[config.mk]
export PLATFORM = sky130hd
export DESIGN_NAME = nvsum_engine
export DESIGN_NICKNAME = d
export VERILOG_FILES = /design/src/rtl/nvsum_pkg.sv /design/src/rtl/nvsum_pair.sv /design/src/rtl/nvsum_fold.sv /design/src/rtl/nvsum_ctrl.sv /design/src/rtl/nvsum_engine.sv
export SDC_FILE = /design/constraint.sdc
export NUM_CORES = 1
export LEC_CHECK = 0
export BUFFER_PORTS_ARGS = -buffer_cell sky130_fd_sc_hd__buf_2
export CAP_MARGIN = 15
export CORE_ASPECT_RATIO = 0.7
export CORE_MARGIN = 3
export CORE_UTILIZATION = 56
export CTS_CLUSTER_DIAMETER = 80
export DETAILED_ROUTE_END_ITERATION = 16
export PLACE_DENSITY = 0.91
export SYNTH_ARGS = -nofsm -noshare
export SYNTH_HDL_FRONTEND = slang
export SYNTH_SLANG_ARGS = --single-unit
export TNS_END_PERCENT = 10
[constraint.sdc]
create_clock -name clk -period 2.69 [get_ports clk]
set_input_delay 0.269 -clock clk [delete_from_list [all_inputs] [get_ports clk]]
set_output_delay 0.269 -clock clk [all_outputs]
set_load 0.005 [all_outputs]
[src/rtl/nvsum_pkg.sv]
package nvsum_pkg;

  typedef enum logic [2:0] {
    ST_IDLE  = 3'd0,
    ST_WAIT  = 3'd1,
    ST_WHI   = 3'd2,
    ST_WLO   = 3'd3,
    ST_FIN   = 3'd4
  } nvsum_state_e;

  localparam logic [15:0] SUM_SEED = 16'hFFFF;

  // One word step of the nibble-mixing checksum.
  function automatic logic [15:0] sum_step(input logic [15:0] prev,
                                           input logic [15:0] word);
    logic [15:0] acc;
    logic [15:0] mix;
    logic [15:0] n1;
    logic [15:0] n2;
    acc = prev >> 8;
    mix = prev ^ word;
    n1  = {12'h000, mix[3:0]};
    n2  = {12'h000, mix[7:4] ^ mix[3:0]};
    acc = acc ^ (n1 << 3) ^ (n1 << 8);
    acc = acc ^ n2 ^ (n2 << 7) ^ (n2 << 12);
    return acc;
  endfunction

endpackage

[src/rtl/nvsum_pair.sv]
module nvsum_pair (
  input  logic        clk,
  input  logic        rst,
  input  logic        clear,
  input  logic        byte_vld,
  input  logic [7:0]  byte_in,
  input  logic        byte_last,
  output logic        word_vld,
  output logic [15:0] word
);
  logic       odd_q;
  logic [7:0] hi_q;

  always_ff @(posedge clk) begin
    if (rst || clear) begin
      odd_q <= 1'b0;
      hi_q  <= 8'h00;
    end else if (byte_vld) begin
      odd_q <= ~odd_q;
      hi_q  <= byte_in;
    end
  end

  assign word_vld = byte_vld && (odd_q || byte_last);
  assign word     = odd_q ? {hi_q, byte_in} : {byte_in, 8'h00};

endmodule

[src/rtl/nvsum_fold.sv]
module nvsum_fold
  import nvsum_pkg::*;
(
  input  logic        clk,
  input  logic        rst,
  input  logic        clear,
  input  logic        word_vld,
  input  logic [15:0] word,
  output logic [15:0] sum
);
  logic [15:0] sum_q;

  always_ff @(posedge clk) begin
    if (rst || clear) sum_q <= SUM_SEED;
    else if (word_vld) sum_q <= sum_step(sum_q, word);
  end

  assign sum = sum_q;

  // a clear pulse reseeds the accumulator
  a_r3_clear_seed: assert property (@(posedge clk) disable iff (rst)
    clear |=> (sum == 16'hFFFF));

endmodule

[src/rtl/nvsum_ctrl.sv]
module nvsum_ctrl
  import nvsum_pkg::*;
#(
  parameter int AW         = 8,
  parameter int CW         = 9,
  parameter int RESULT_OFS = 'hFC
) (
  input  logic          clk,
  input  logic          rst,
  input  logic          start,
  input  logic [AW-1:0] base_addr,
  input  logic [CW-1:0] byte_count,
  input  logic          rd_valid,
  input  logic [15:0]   sum,
  output logic          clear,
  output logic          byte_vld,
  output logic          byte_last,
  output logic          rd_req,
  output logic [AW-1:0] rd_addr,
  output logic          wr_en,
  output logic [AW-1:0] wr_addr,
  output logic [7:0]    wr_data,
  output logic          busy,
  output logic          done
);
  localparam logic [AW-1:0] OFS_HI = AW'(RESULT_OFS);
  localparam logic [AW-1:0] OFS_LO = AW'(RESULT_OFS + 1);
  localparam logic [CW-1:0] ONE    = CW'(1);

  nvsum_state_e  state_q;
  logic [AW-1:0] next_q;
  logic [CW-1:0] left_q;
  logic          rd_req_q, wr_en_q, busy_q, done_q;
  logic [AW-1:0] rd_addr_q, wr_addr_q;
  logic [7:0]    wr_data_q;
  logic          accept;

  assign accept    = (state_q == ST_IDLE) && start;
  assign clear     = accept;
  assign byte_vld  = (state_q == ST_WAIT) && rd_valid;
  assign byte_last = (left_q == ONE);

  always_ff @(posedge clk) begin
    if (rst) begin
      state_q   <= ST_IDLE;
      next_q    <= '0;
      left_q    <= '0;
      rd_req_q  <= 1'b0;
      rd_addr_q <= '0;
      wr_en_q   <= 1'b0;
      wr_addr_q <= '0;
      wr_data_q <= 8'h00;
      busy_q    <= 1'b0;
      done_q    <= 1'b0;
    end else begin
      rd_req_q <= 1'b0;
      wr_en_q  <= 1'b0;
      unique case (state_q)
        ST_IDLE: begin
          if (start) begin
            busy_q <= 1'b1;
            done_q <= 1'b0;
            left_q <= byte_count;
            if (byte_count == '0) begin
              state_q <= ST_WHI;
            end else begin
              rd_req_q  <= 1'b1;
              rd_addr_q <= base_addr;
              next_q    <= base_addr + 1'b1;
              state_q   <= ST_WAIT;
            end
          end
        end
        ST_WAIT: begin
          if (rd_valid) begin
            left_q <= left_q - ONE;
            if (left_q == ONE) begin
              state_q <= ST_WHI;
            end else begin
              rd_req_q  <= 1'b1;
              rd_addr_q <= next_q;
              next_q    <= next_q + 1'b1;
            end
          end
        end
        ST_WHI: begin
          wr_en_q   <= 1'b1;
          wr_addr_q <= OFS_HI;
          wr_data_q <= sum[15:8];
          state_q   <= ST_WLO;
        end
        ST_WLO: begin
          wr_en_q   <= 1'b1;
          wr_addr_q <= OFS_LO;
          wr_data_q <= sum[7:0];
          state_q   <= ST_FIN;
        end
        ST_FIN: begin
          busy_q  <= 1'b0;
          done_q  <= 1'b1;
          state_q <= ST_IDLE;
        end
        default: state_q <= ST_IDLE;
      endcase
    end
  end

  assign rd_req  = rd_req_q;
  assign rd_addr = rd_addr_q;
  assign wr_en   = wr_en_q;
  assign wr_addr = wr_addr_q;
  assign wr_data = wr_data_q;
  assign busy    = busy_q;
  assign done    = done_q;

  // one request in flight, never back-to-back
  a_r2_single_req: assert property (@(posedge clk) disable iff (rst)
    rd_req |=> !rd_req);

  // upper byte write is followed at once by the lower byte write
  a_r6_wr_pair: assert property (@(posedge clk) disable iff (rst)
    (wr_en && wr_addr == OFS_HI) |=> (wr_en && wr_addr == OFS_LO));

  // busy and done are exclusive
  a_r8_busy_done_excl: assert property (@(posedge clk) disable iff (rst)
    !(busy && done));

  // a start while busy never enlarges the remaining count
  a_r7_no_restart: assert property (@(posedge clk) disable iff (rst)
    (busy && start) |=> (left_q <= $past(left_q)));

endmodule

[src/rtl/nvsum_engine.sv]
module nvsum_engine #(
  parameter int AW         = 8,
  parameter int CW         = 9,
  parameter int RESULT_OFS = 'hFC
) (
  input  logic          clk,
  input  logic          rst,
  input  logic          start,
  input  logic [AW-1:0] base_addr,
  input  logic [CW-1:0] byte_count,
  output logic          rd_req,
  output logic [AW-1:0] rd_addr,
  input  logic          rd_valid,
  input  logic [7:0]    rd_data,
  output logic          wr_en,
  output logic [AW-1:0] wr_addr,
  output logic [7:0]    wr_data,
  output logic          busy,
  output logic          done
);
  logic        clear;
  logic        byte_vld;
  logic        byte_last;
  logic        word_vld;
  logic [15:0] word;
  logic [15:0] sum;

  nvsum_ctrl #(.AW(AW), .CW(CW), .RESULT_OFS(RESULT_OFS)) u_ctrl (
    .clk(clk), .rst(rst), .start(start), .base_addr(base_addr),
    .byte_count(byte_count), .rd_valid(rd_valid), .sum(sum),
    .clear(clear), .byte_vld(byte_vld), .byte_last(byte_last),
    .rd_req(rd_req), .rd_addr(rd_addr), .wr_en(wr_en), .wr_addr(wr_addr),
    .wr_data(wr_data), .busy(busy), .done(done)
  );

  nvsum_pair u_pair (
    .clk(clk), .rst(rst), .clear(clear), .byte_vld(byte_vld),
    .byte_in(rd_data), .byte_last(byte_last),
    .word_vld(word_vld), .word(word)
  );

  nvsum_fold u_fold (
    .clk(clk), .rst(rst), .clear(clear), .word_vld(word_vld),
    .word(word), .sum(sum)
  );

endmodule

# Word level (Yosys, flattened, before mapping)
# Cells that the tools add are included.
# Widths: inputs -> output; s select.
# classes
add_sub_neg	3
multipliers	0
div_mod_pow	0
magnitude_cmp	0
eq_ne	10
n_shift	0
n_mux	31
bitwise_logic	8
n_reduce_logical	15
# ops
cell	n
$mux 8	9
$pmux 8 s2	4
$mux 9	2
$pmux 9 s2	1
$add 8x1->8 const B	2
$xor 16x11->16	1
$xor 16x12->16	1
$xor 16x16->16	1
$xor 16x4->16	1
$pmux 3 s4	1
$eq 9x1->1 const B	1
$logic_not 9->1	1
$mux 3	3
$sub 9x1->9 const B	1
$ne 2x2->1 const B	4
$xor 8x7->8	1
$xor 8x8->8	1
$mux 1	7
$eq 3x2->1 const B	2
$pmux 1 s2	3
$reduce_and 3->1	2
$reduce_bool 2->1	3
$reduce_and 5->1	1
$xor 4x4->4	1
other kinds (10)	13
# totals
register_bits	65
latchBits	0
ramBits	0
mem_bits_ro	0
in_bits	29
out_inout_bits	28
word_cells	79
mem_count	0

# Logic depth before layout (Yosys ltp)
# Gate-level depths: netlist of the first run.
# logic_depth
word_depth	7
depth_mapped	12
depth_no_buf	9

# Cells and area by module
# A second synthesis of the first run with hierarchy kept.
# hier_totals
cells_unflattened	413
area_unflattened_um2	3732.3
# modules_own_cells
mod	n_inst	cells_per_inst	area_per_inst_um2	seq_area_each_um2
nvsum_ctrl	1	283	2292.2	840.8
nvsum_fold	1	81	894.6	320.3
nvsum_pair	1	49	545.5	180.2

# Worst setup path after synthesis of the first run
# Ideal clock, no wire load.
# synth_path
path_kind	reg-to-reg
startpoint	register u_ctrl.state_q[2]
endpoint	register u_ctrl.next_q[6]
setup_ns	0.071
arrival_ns	2.248
t_required_ns	2.619
slack_ns	0.372
path_stages_with_launch	13
n_path_buf	3
period_less_slack_ns	2.318
path_cell_list	dfxtp_1 > clkbuf_1 > or3b_2 > clkbuf_1 > clkbuf_1 > nand2_1 > nand2_1 > ha_1 > nand3_1 > or3_1 > nand3_1 > o211ai_1 > a21oi_1
# synth_between
elab_chain_cells	3
word_cells_on_any_way	9
cone_classes	eq/ne: 5; mux: 1; reduce/logical: 3
# synth_rtl
element	line	rtl
from (decl)	nvsum_ctrl.sv:30	nvsum_state_e state_q;
from (signal assigned)	nvsum_ctrl.sv:45	state_q <= ST_IDLE;
from (signal assigned)	nvsum_ctrl.sv:65	state_q <= ST_WHI;
from (signal assigned)	nvsum_ctrl.sv:70	state_q <= ST_WAIT;
$eq 3x1->1 / $logic_not 3->1 (equally long branches)	nvsum_ctrl.sv:58	unique case (state_q)
$ne 2x2->1 (no line) / $reduce_bool 2->1 (equally long branches)	-	
$reduce_and 5->1 (no line)	-	
to (signal assigned)	nvsum_ctrl.sv:69	next_q <= base_addr + 1'b1;
to (signal assigned)	nvsum_ctrl.sv:82	next_q <= next_q + 1'b1;
to (decl)	nvsum_ctrl.sv:31	logic [AW-1:0] next_q;
# Several ways; a longest one is shown, not always the timed one.
# A chain may end at the register's enable or synchronous reset.

# Final worst setup path of the first run
# layout_path
startpoint	register u_ctrl.state_q[0]
endpoint	register u_ctrl.rd_addr_q[4], in the netlist u_ctrl.rd_addr[4]
# layout_between
elab_chain_cells	3
word_cells_on_any_way	9
cone_classes	eq/ne: 5; mux: 1; reduce/logical: 3
# layout_rtl
element	line	rtl
$eq 3x1->1 / $logic_not 3->1 (equally long branches)	nvsum_ctrl.sv:58	
$ne 2x2->1 (no line) / $reduce_bool 2->1 (equally long branches)	-	
$reduce_and 5->1 (no line)	-	
to (signal assigned)	nvsum_ctrl.sv:68	rd_addr_q <= base_addr;
to (signal assigned)	nvsum_ctrl.sv:81	rd_addr_q <= next_q;
to (decl)	nvsum_ctrl.sv:34	logic [AW-1:0] rd_addr_q, wr_addr_q;
# Several ways; a longest one is shown, not always the timed one.

==> results.txt, run 1 <==
Initial Util = 58.50%
Largest net degree at the start of global routing = 28
Hold_buf cts = 0
IO Pins = 57
Initial drt markers = 245
Num CTS Buffers = 9
Vias per cell = 5.856
Worst relative slew slack = 51.06%
Reg clk slew, reported paths = 0.07 ns
Initial antenna violation count = 0
Post-synth top area share = 38.00%
Post-synthesis cell type count = 55
Worst R2R Path Depth = 6
Hold Path Class = in2reg
# nets final = 456
Die X = 95.04 um
Final Hold Fails = 0
Crit path buffers/inverters = 1
Sequential cell area = 1181 um2
PwrDens = 683.6 nW/um2
Hold depth = 3
Post-synthesis sequential area ratio = 38.00%
Final core occ = 67.38%
Dpl hpwl = 5.170 mm
Std-Cell Rows = 22
TritonCTS clock tree = done
Synth Warn # = 0
Port Buffers = 55
H-tree levels = 3
Mux cell area share after synthesis = 4.187%
Slowest-stage cell, CP = dfxtp_1
Setup TNS Final = 0 ns
Ys flop type = dfxtp_1
GRT Resource Usage Total = 25.12%
Hold Startpoint = byte_count[0]
Async SR Flop Fraction = 0%
Gr ovfl total = 0
Die Height = 68.33 um
Multi-input logic area = 1735 um2
Synth Area in Simple Gates = 22.02%
Net Count, Synth = 409
Lkg Pwr = 1.508 nW
Synth area leaders = dfxtp_1 38%, nand2_1 6.8%, nor2_1 5.0%
Cell with the most instances after synthesis = dfxtp_1
FF-to-FF End = u_ctrl.rd_addr[4]
CTS resizes = 0
Top delay family on crit path = compound AO/OA/AOI/OAI gates
Data arrival time of the critical path = 2.76 ns
Least-Margin Pin Slew = 0.7307 ns
EDFF count, synth = 0
Via count = 2,934
Fin cells = 501
Post-CTS Repair Setup Buffers = 0
Mean cell area of the mapped netlist = 8.244 um2
Max-cap viol count = 0
Synth area leader = dfxtp_1
Critical R2R Launch = u_ctrl.state_q[0]
Fill cells = 443
Status = complete, no violations
GP Congestion = 0.8960
DRT Pass-1 Iters = 6
Critical Path RT = 2.95 ns
Number of synthesized register bits = 59
Fraction of layout cells with a size suffix above 1 = 20.98%
CP startpoint kind = flop
CP peak stage delay = 0.59 ns
Top cells by count, synth = 59 x dfxtp_1, 56 x nand2_1, 41 x nor2_1
Post-route DRC = 0
Synth Area in Adders = 1.208%
Detail Route Antenna Nets = 0
RSZ-0062 raised after global routing = false
Cell Chain, Critical Path = mux2i_1 -> or3_1 -> a211oi_4 -> buf_4 -> nor2_1 -> a311oi_1
Hold Path End = u_ctrl.left_q[0]
Cells after Synth = 377
CTS max path bufs = 2
Placed Instances = 485
Routed length per instance = 15.08 um
Root Driver = clkbuf_8
Maximum vdd drop = 384.0 uV
First-pass GRT wire length = 12.27 mm
Core area = 5313 um2
Die area = 6494 um2
Vias in the first global route = 2,500
Xor/xnor share of the synthesized area = 8.454%
Largest family of logic cells by synthesized area = simple AND/OR/NAND/NOR gates
Clk Latency, worst-skew pair = 0.35 ns
Period utilisation layout = 93.18%
Finish-stage setup viols = 0
CP max FO = 14
Fin crit period = 2.506 ns
Critical path type = reg2reg
Post-synthesis compound-gate area fraction = 19.69%
Reg2reg setup slack = 0.18 ns
Post-Syn Area = 3108 um2
Ant. Diodes = 0
Fmax = 0.3990 GHz
Final Max Tran Viols = 0
Fin Clk Skew = 0.005296 ns
Final WL = 7.556 mm
CTS sink count = 59
Synth-to-Final Area Change = 15.18%
CP endpoint kind = flop
[cells in the final DEF, fill, tap and decap left out, drive strengths merged, types with 4 or more instances in the layout]
cell    count
a211oi     12
a21oi      23
a22oi       6
a311oi      7
and3        7
buf        66
clkbuf      9
clkinv      4
dfxtp      59
inv         4
mux2i      13
nand2      56
nand3       8
nor2       42
nor3        9
o211ai      8
o21ai      22
xnor2      14
xor2       16
[metal layers]
metal	up-vias	global-route usage (%)	routed length, um
li1	1422	-	-
met1	1327	34.87	3402
met2	164	36.17	3297
met3	21	8.791	701
met4	0	8.453	154
met5	-	0	0
[how the worst max path moves through the flow]
stage                                  from           endpoint  slack [ns]  cells past startpoint
final                     u_ctrl.state_q[0]  u_ctrl.rd_addr[4]        0.18                      6
after global routing      u_ctrl.state_q[0]  u_ctrl.rd_addr[4]       0.004                      6
after CTS                 u_ctrl.state_q[0]  u_ctrl.rd_addr[4]        0.23                      6
after detailed placement  u_ctrl.state_q[0]  u_ctrl.rd_addr[5]        0.29                      6
after global placement    u_ctrl.state_q[0]  u_ctrl.rd_addr[7]        0.37                      6
after floorplan           u_ctrl.state_q[2]   u_ctrl.next_q[6]        0.37                     12
[power breakdown]
group / switching [W] / total, W / internal (W) / leakage [nW]
sequential: 0.0000858 / 0.00104 / 0.000959 / 0.483
clock: 0.000387 / 0.000819 / 0.000431 / 0.0958
combinational: 0.000336 / 0.000584 / 0.000248 / 0.928
[cell families after synthesis]
group                    count (synthesis)
AO/OA/AOI/OAI                           91
XOR/XNOR                                30
adder cells (fa/ha/maj)                  3
buffers and inverters                   34
flip-flops                              59
multiplexers                            13
other                                    1
AND/OR/NAND/NOR                        146
[flip-flops by register name, summed over array words and instances, names as in the netlist]
name / flops
u_ctrl.busy: 1
u_pair.odd_q: 1
u_ctrl.done: 1
u_ctrl.wr_data: 8
u_ctrl.next_q: 8
u_ctrl.wr_addr: 2
u_ctrl.rd_req: 1
u_fold.sum: 16
u_ctrl.left_q: 9
u_ctrl.state_q: 3
u_ctrl.wr_en: 1
u_ctrl.rd_addr: 8
[layout make-up]
| type | count | area share, % |
|---|---|---|
| clock inverter | 7 | 2.132 |
| clock buffer | 9 | 3.460 |
| sequential | 59 | 33.00 |
| inverter | 4 | 0.4194 |
| timing repair buffer | 66 | 9.997 |
| multi-input combinational | 284 | 48.48 |
| tap | 72 | 2.517 |
[worst reg2reg max path, stage by stage (launching register included)]
cell and delay, ns:
dfxtp_1 0.59, mux2i_1 0.16, or3_1 0.51, a211oi_4 0.59
buf_4 0.27, nor2_1 0.06, a311oi_1 0.25
[metrics by stage]
stage               power, W  setup WS, ns  instance area [um2]  hold WS [ns]
floorplan           0.001470        0.3715                 3108        0.4315
global placement    0.001607        0.3725                 3379        0.4698
detailed placement  0.001627        0.2866                 3379        0.4842
CTS                 0.002450        0.2329                 3580        0.1963
global route        0.002588      0.004110                 3580        0.2126
finish              0.002447        0.1835                 3580        0.2103
No activity file was read; power rests on OpenSTA's default activity.
==> run 2, diff against run 1 <==
--- a/config.mk
+++ b/config.mk
@@ -9,10 +9,10 @@
 export CAP_MARGIN = 15
 export CORE_ASPECT_RATIO = 0.7
 export CORE_MARGIN = 3
-export CORE_UTILIZATION = 56
+export CORE_UTILIZATION = 55
 export CTS_CLUSTER_DIAMETER = 80
 export DETAILED_ROUTE_END_ITERATION = 16
-export PLACE_DENSITY = 0.91
+export PLACE_DENSITY = 0.9
 export SYNTH_ARGS = -nofsm -noshare
 export SYNTH_HDL_FRONTEND = slang
 export SYNTH_SLANG_ARGS = --single-unit
==> constraint.sdc (replaced) <==
create_clock -name clk -period 2.31 [get_ports clk]
set_input_delay 0.231 -clock clk [delete_from_list [all_inputs] [get_ports clk]]
set_output_delay 0.231 -clock clk [all_outputs]
set_load 0.005 [all_outputs]
==> results.txt, run 2 (synthesis results as in run 1) <==
Max reg flops = 16
Setup TNS Final = 0 ns
Data arrival time of the critical path = 2.44 ns
First-pass GRT wire length = 12.31 mm
Num CTS Buffers = 9
Cell Chain, Critical Path = nor3b_2 -> nand2_1 -> nand2_1 -> ha_1 -> nand3_1 -> or3_1 -> nand3_1 -> o211ai_1 -> a21oi_1
Post-CTS Repair Setup Buffers = 0
Fin crit period = 2.154 ns
CTS sink count = 59
Ant. Diodes = 0
Hold Slack = 0.1693 ns
Largest net degree at the start of global routing = 28
Final setup margin = 0.1565 ns
Top delay family on crit path = simple AND/OR/NAND/NOR gates
FF-to-FF End = u_ctrl.next_q[6]
Vias per cell = 5.821
Least-Margin Pin Slew = 0.9462 ns
Initial antenna violation count = 0
DRT Pass-1 Iters = 11
Initial Util = 58.20%
Maximum vdd drop = 512.9 uV
Port Buffers = 55
Max-cap viol count = 0
Post-route DRC = 1
CTS resizes = 0
Clk Latency, worst-skew pair = 0.35 ns
Routed length per instance = 15.20 um
H-tree levels = 3
CTS max path bufs = 2
Hold_buf cts = 0
Die area = 6604 um2
Gr ovfl total = 0
Critical Path RT = 2.60 ns
TritonCTS clock tree = done
Final Hold Fails = 0
Reg2reg setup slack = 0.16 ns
Status = finished with violations
GRT Resource Usage Total = 24.61%
Reg clk slew, reported paths = 0.07 ns
Fmax = 0.4644 GHz
IO Pins = 57
Commonest non-fill, non-tap cells in the layout = 59 x dfxtp_1, 56 x nand2_1, 55 x buf_2
CP endpoint kind = flop
Hold Startpoint = byte_count[0]
Finish-stage setup viols = 0
CP startpoint kind = flop
Fraction of layout cells with a size suffix above 1 = 21.16%
Die X = 95.85 um
Critical R2R Launch = u_ctrl.state_q[2]
Worst R2R Path Depth = 9
PwrDens = 797.8 nW/um2
Hold Path Class = in2reg
CP peak stage delay = 0.41 ns
GP Congestion = 0.9003
Std-Cell Rows = 22
Worst relative slew slack = 36.63%
Hold Path End = u_ctrl.left_q[0]
# nets final = 457
Final Max Tran Viols = 0
Lkg Pwr = 1.513 nW
Critical path type = reg2reg
Root Driver = clkbuf_8
Initial drt markers = 221
Final WL = 7.629 mm
Fill cells = 426
RSZ-0062 raised after global routing = false
Violated checks = DRC
Dpl hpwl = 5.460 mm
Fin Clk Skew = 0.007121 ns
Core area = 5340 um2
Hold depth = 3
Synth-to-Final Area Change = 15.42%
Setup WS pre-CTS = 0.2335 ns
Detail Route Antenna Nets = 0
CP max FO = 10
Die Height = 68.90 um
Total power = 0.002862 W
Slowest-stage cell, CP = dfxtp_1
Via count = 2,922
Period utilisation layout = 93.23%
Vias in the first global route = 2,631
Crit path buffers/inverters = 0
Commonest non-fill, non-tap cell in the layout = dfxtp_1
[run 2: cell count changes in the layout (fill, tap and decap cells not counted), sizes merged]
cell    previous run  this run
clkinv             4         3
inv                4         5
buf               66        67
[run 2: per-layer routing]
metal | vias to the layer above | track usage, % | share of wire [%]
met1 | 1322 | 31.69 | 44
met2 | 158 | 37.92 | 44
met3 | 22 | 8.351 | 9.5
met5 | - | 0 | 0
met4 | 0 | 10.28 | 2.0
li1 | 1420 | - | -
[run 2: metrics by stage]
stage          util, %  std cells  instance area (um2)
2_1_floorplan        -        377                 3109
3_3_place_gp     63.43        486                 3387
3_5_place_dp     63.43        486                 3387
4_1_cts          67.17        502                 3587
5_1_grt          67.17        502                 3587
6_report         67.17        502                 3587
[run 2: final cells by class]
class	instances	area, um2	share of cell area, %
Clock buffer	9	123.9	3.453
Sequential cell	59	1181	32.93
Inverter	4	15.01	0.4186
Timing Repair Buffer	67	365.4	10.18
Multi-Input combinational cell	284	1735	48.38
Tap cell	72	90.09	2.511
Clock inverter	7	76.32	2.128
[run 2: report_power, final]
group	switching, W	internal (W)	leakage [nW]
sequential	0.0000984	0.00112	0.483
clock	0.000462	0.000504	0.0962
combinational	0.000387	0.000293	0.933
[run 2: worst max path at each step]
stage	start	endpoint	slack [ns]	cells after the start
final	u_ctrl.state_q[2]	u_ctrl.next_q[6]	0.16	9
after global routing	u_ctrl.state_q[2]	u_ctrl.next_q[6]	0.007	9
after floorplan	u_ctrl.state_q[2]	u_ctrl.next_q[6]	0.006	11
after global placement	u_ctrl.state_q[2]	u_ctrl.next_q[6]	0.31	9
after detailed placement	u_ctrl.state_q[2]	u_ctrl.next_q[6]	0.23	9
after CTS	u_ctrl.left_q[4]	u_fold.sum[9]	0.19	6
[run 2: worst min-delay path: stages]
cell,delay (ns)
buf_2,0.11
nand2_1,0.05
a311oi_1,0.08
